<file path="src/rtl/gpio_alt_port.sv">
module gpio_alt_port #(
  parameter int N_PINS = 8,
  parameter int MODE   = 0
) (
  input  logic              clk,
  input  logic              rst_n,
  input  logic [N_PINS-1:0] port_latch,
  input  logic [N_PINS-1:0] port_dir,
  input  logic              pud,
  input  logic              sleep_in_off,
  input  logic [N_PINS-1:0] ovr_pu_en,
  input  logic [N_PINS-1:0] ovr_pu_val,
  input  logic [N_PINS-1:0] ovr_dd_en,
  input  logic [N_PINS-1:0] ovr_dd_val,
  input  logic [N_PINS-1:0] ovr_pv_en,
  input  logic [N_PINS-1:0] ovr_pv_val,
  input  logic [N_PINS-1:0] ovr_die_en,
  input  logic [N_PINS-1:0] ovr_die_val,
  input  logic              spi_en,
  input  logic              spi_master,
  input  logic              spi_mo,
  input  logic              spi_so,
  input  logic              spi_sck_o,
  input  logic              xmem_en,
  input  logic [2:0]        xmem_mask,
  input  logic [7:0]        addr_hi,
  input  logic              tx_en,
  input  logic              tx_bit,
  input  logic              rx_en,
  input  logic              twi_en,
  input  logic              twi_sda_o,
  input  logic              twi_scl_o,
  input  logic [3:0]        irq_en,
  input  logic              usart_sync,
  input  logic              usart_clk_o,
  input  logic [N_PINS-1:0] pad_i,
  output logic [N_PINS-1:0] pad_oe,
  output logic [N_PINS-1:0] pad_o,
  output logic [N_PINS-1:0] pad_pullup,
  output logic [N_PINS-1:0] pin_sync
);

  logic [N_PINS-1:0] pu_nrm;
  logic [N_PINS-1:0] pue, puv, dde, ddv, pve, pvv, diee, diev;
  logic [N_PINS-1:0] in_en, pu_req, s1, s2;

  assign pu_nrm = port_latch & {N_PINS{~pud}};

  always_comb begin
    pue = '0; puv = '0; dde = '0; ddv = '0;
    pve = '0; pvv = '0; diee = '0; diev = '0;
    case (MODE)
      1: begin
        pue[3] = spi_en & spi_master;
        dde[3] = spi_en & spi_master;
        pve[3] = spi_en & ~spi_master;
        pvv[3] = spi_so;
        for (int i = 0; i < 3; i++) begin
          pue[i] = spi_en & ~spi_master;
          dde[i] = spi_en & ~spi_master;
        end
        pve[2] = spi_en & spi_master;
        pvv[2] = spi_mo;
        pve[1] = spi_en & spi_master;
        pvv[1] = spi_sck_o;
        puv[3:0] = pu_nrm[3:0];
      end
      2: begin
        for (int i = 0; i < 8; i++) begin
          pue[i] = xmem_en && ({29'd0, xmem_mask} < ((i == 0) ? 32'd7 : 32'(8 - i)));
          dde[i] = pue[i];
          pve[i] = pue[i];
          ddv[i] = 1'b1;
          pvv[i] = addr_hi[i];
        end
      end
      3: begin
        pue[0] = twi_en; dde[0] = twi_en; pve[0] = twi_en;
        puv[0] = pu_nrm[0]; ddv[0] = twi_scl_o;
        pue[1] = twi_en; dde[1] = twi_en; pve[1] = twi_en;
        puv[1] = pu_nrm[1]; ddv[1] = twi_sda_o;
        pue[2] = rx_en; dde[2] = rx_en; puv[2] = pu_nrm[2];
        pue[3] = tx_en; dde[3] = tx_en; pve[3] = tx_en;
        ddv[3] = 1'b1; pvv[3] = tx_bit;
        pve[5] = usart_sync; pvv[5] = usart_clk_o;
        diee[3:0] = irq_en;
        diev[3:0] = 4'hF;
      end
      default: begin
        pue = ovr_pu_en;  puv = ovr_pu_val;
        dde = ovr_dd_en;  ddv = ovr_dd_val;
        pve = ovr_pv_en;  pvv = ovr_pv_val;
        diee = ovr_die_en; diev = ovr_die_val;
      end
    endcase
  end

  assign pad_oe     = (dde & ddv) | (~dde & port_dir);
  assign pad_o      = (pve & pvv) | (~pve & port_latch);
  assign pu_req     = (pue & puv) | (~pue & pu_nrm);
  assign pad_pullup = pu_req & ~pad_oe;
  assign in_en      = (diee & diev) | (~diee & {N_PINS{~sleep_in_off}});

  always_ff @(posedge clk or negedge rst_n) begin
    if (!rst_n) begin
      s1 <= '0;
      s2 <= '0;
    end else begin
      s1 <= pad_i & in_en;
      s2 <= s1;
    end
  end

  assign pin_sync = s2;

endmodule

</file>
<file path="config.mk">
export PLATFORM = sky130hd
export DESIGN_NAME = gpio_alt_port
export DESIGN_NICKNAME = d
export VERILOG_FILES = /design/src/rtl/gpio_alt_port.sv
export SDC_FILE = /design/constraint.sdc
export NUM_CORES = 1
export LEC_CHECK = 0
export CAP_MARGIN = 5
export CORE_MARGIN = 2
export CORE_UTILIZATION = 21
export DETAILED_ROUTE_END_ITERATION = 16
export PLACE_DENSITY = 0.86
export RECOVER_POWER = 100
export SLEW_MARGIN = 10
export SYNTH_ARGS = -nofsm -noshare
export SYNTH_HDL_FRONTEND = slang
export SYNTH_SLANG_ARGS = --single-unit
</file>
<file path="constraint.sdc">
create_clock -name clk -period 0.8 [get_ports clk]
set_input_delay 0.12 -clock clk [delete_from_list [all_inputs] [get_ports clk]]
set_output_delay 0.12 -clock clk [all_outputs]
set_load 0.03 [all_outputs]
</file>
==> qor.yml <==
slew_headroom: 0.748
synth_top_family_by_area: "multiplexers"
cts_root_buf: "clkbuf_8"
route.detailed.drc: 0
synthAdderAreaFrac: 0
ys_seq_elements: 16
cp_data_required_time_ns: 0.68
numCtsBuffers: 3
vias: 1197
critPathMaxStageDelay_ns: 0.40
hold_violations: 0
hold_ws_ns: 0.186
cp_max_fo: 8
drtPass1Iterations: 2
clock_path_buffers: 2
setup_ws_ns: -0.237
numClockSinks: 16
slew_violations: 0
syn2layout_area_growth_pct: 180
path_cells: "buf_12 -> or3b_4 -> a21oi_4 -> buf_6"
fin_area_sq_um: 2410
failed_checks: "negative setup slack"
grt_pass1_wl_um: 5900
final_common_cell: "buf_6"
die_x_um: 68.0
grt_usage: 0.176
core_area_sq_um: 3970
antenna_left: 0
syn_avg_cell_area_sq_um: 10.8
critPathKind: "input pin to output pin"
drt-vias-per-instance: 4.38
fin_nets: 344
dp_hpwl_um: 3180
mostFrequentLayoutCells: "53 x buf_6, 33 x buf_2, 23 x clkdlybuf4s50_1, 16 x mux2_4, 16 x dfrtp_1"
final_layout_size_suffix_gt1_frac: 0.698
worst_pin_slew_ns: 0.378
synth_xor_area_frac: 0
nFillCells: 339
post_drt_wl_per_cell_um: 14.4
clk_pin_slew_ns: 0.05
synth_compound_area_frac: 0.116
die_h_um: 68.0
setup_violations: 22
clock_skew_ns: 0.00447
outcome: "complete, but fails checks"
syn-instance-count: 80
ys_seq_area_frac: 0.465
cts_tree: "done"
grt_pass1_vias: 1282
cp-end-kind: "output pin"
antenna_found_initial: 1
hold_class: "input pin to flop"
syn_area_sq_um: 861
irDropWorstVdd_uv: 552
p_leak_nw: 1.24
power_density_nw_per_um2: 1200
yosys_warnings: 0
max_freq_mhz: 964
cp_top_family: "simple AND/OR/NAND/NOR gates"
synth_simple_gate_area_frac: 0.209
rsz0062_at_grt: "yes"
rows: 23
clkLatencyLatePin_ns: 0.25
drt-initial-drc-count: 31
port_buffers: 123
cp_slowest_cell: "or3b_4"
dieArea_sq_um: 4630
worstPathArrival_ns: 0.92
max_cap_violations: 0
io_pins: 153
postPlaceCellArea_sq_um: 2340
h-tree-depth: 1
finalWirelength_um: 3920
period_share: 1.30
synth_mux_area_frac: 0.209
postLayoutCoreUtil: 0.606
syn-num-nets: 201
critPathBufInv: 2
synth_cell_type_count: 7
finalSetupTns_ns: -2.91
routabilityCongestion: 0.694
grt-ovfl-total: 0
fin_crit_ns: 1.04
start_kind: "input pin"
start_util: 0.217
grt_max_degree: 17
-- report_power, final --
group	internal (W)	total, W	switching, W
Combinational	0.000762	0.00131	0.000547
Clock	0.000436	0.000694	0.000258
Sequential	0.000858	0.000876	0.0000176
Total	0.00206	0.00288	0.000822
-- metrics by stage --
stage,instances,worst slack [ns],power [W]
2_1_floorplan,80,-0.0677,0.00137
3_3_place_gp,263,-0.837,0.00212
3_5_place_dp,263,-0.860,0.00214
4_1_cts,273,-0.362,0.00293
5_1_grt,273,-0.273,0.00302
6_report,273,-0.237,0.00288
-- timing repair --
| action | CTS | global route |
|---|---|---|
| endpoints found under the setup margin | 40 | 36 |
| hold endpoints to repair | 0 | 0 |
| hold buffers | 0 | 0 |
| gates resized for setup | 341 | 53 |
| setup buffers | 6 | 0 |
| pin swaps | 16 | 25 |
-- layer usage --
metal / track usage / vias up / part of all wire
met5: 0 / - / 0
met4: 0.0775 / 0 / 0.021
met3: 0.0576 / 6 / 0.12
met2: 0.348 / 81 / 0.55
met1: 0.160 / 541 / 0.31
li1: - / 569 / -
-- cells by family (layout without fill, tap and decap cells) --
group,count (synthesis),after routing
buffers and inverters,0,142
other,0,1
muxes,16,16
DFF,16,16
AOI/OAI and AO/OA,16,16
and+or+nand+nor,32,32
-- synthesized netlist by cell type --
master     n  share of area
mux2_2    16           0.21
dfrtp_1   16           0.47
nand2_1   16          0.070
a21oi_1    8          0.047
a21boi_0   8          0.070
or3b_1     8          0.081
or2_2      8          0.058
-- path summary, 6_finish.rpt --
kind | slack, ns | end | depth (start not counted) | startpoint
worst max-delay path | -0.24 | pad_pullup[1] | 4 | pud
worst min-delay path | 0.19 | s1[1]$_DFF_PN0_ | 3 | ovr_die_en[1]
worst max register to register | 0.31 | pin_sync[3]$_DFF_PN0_ | 0 | s1[3]$_DFF_PN0_
worst min register to register | 0.35 | pin_sync[7]$_DFF_PN0_ | 0 | s1[7]$_DFF_PN0_
max in group asynchronous | 0.21 | pin_sync[6]$_DFF_PN0_ | 2 | rst_n
min in group asynchronous | 0.32 | s1[2]$_DFF_PN0_ | 2 | rst_n
-- area by class of cell --
type | instances | area [sq um] | share of cell area
diodes | 1 | 2.50 | 0.00104
clock buffers | 4 | 55.1 | 0.0229
multi-input cells | 64 | 662 | 0.275
flip-flops and latches | 16 | 400 | 0.166
well taps | 50 | 62.6 | 0.0260
repair buffers | 138 | 1230 | 0.509
-- flip-flops by register name (all words and copies together), names as in the netlist --
| register | count |
|---|---|
| pin_sync | 8 |
| s1 | 8 |
No activity file was read; power rests on OpenSTA's default activity.
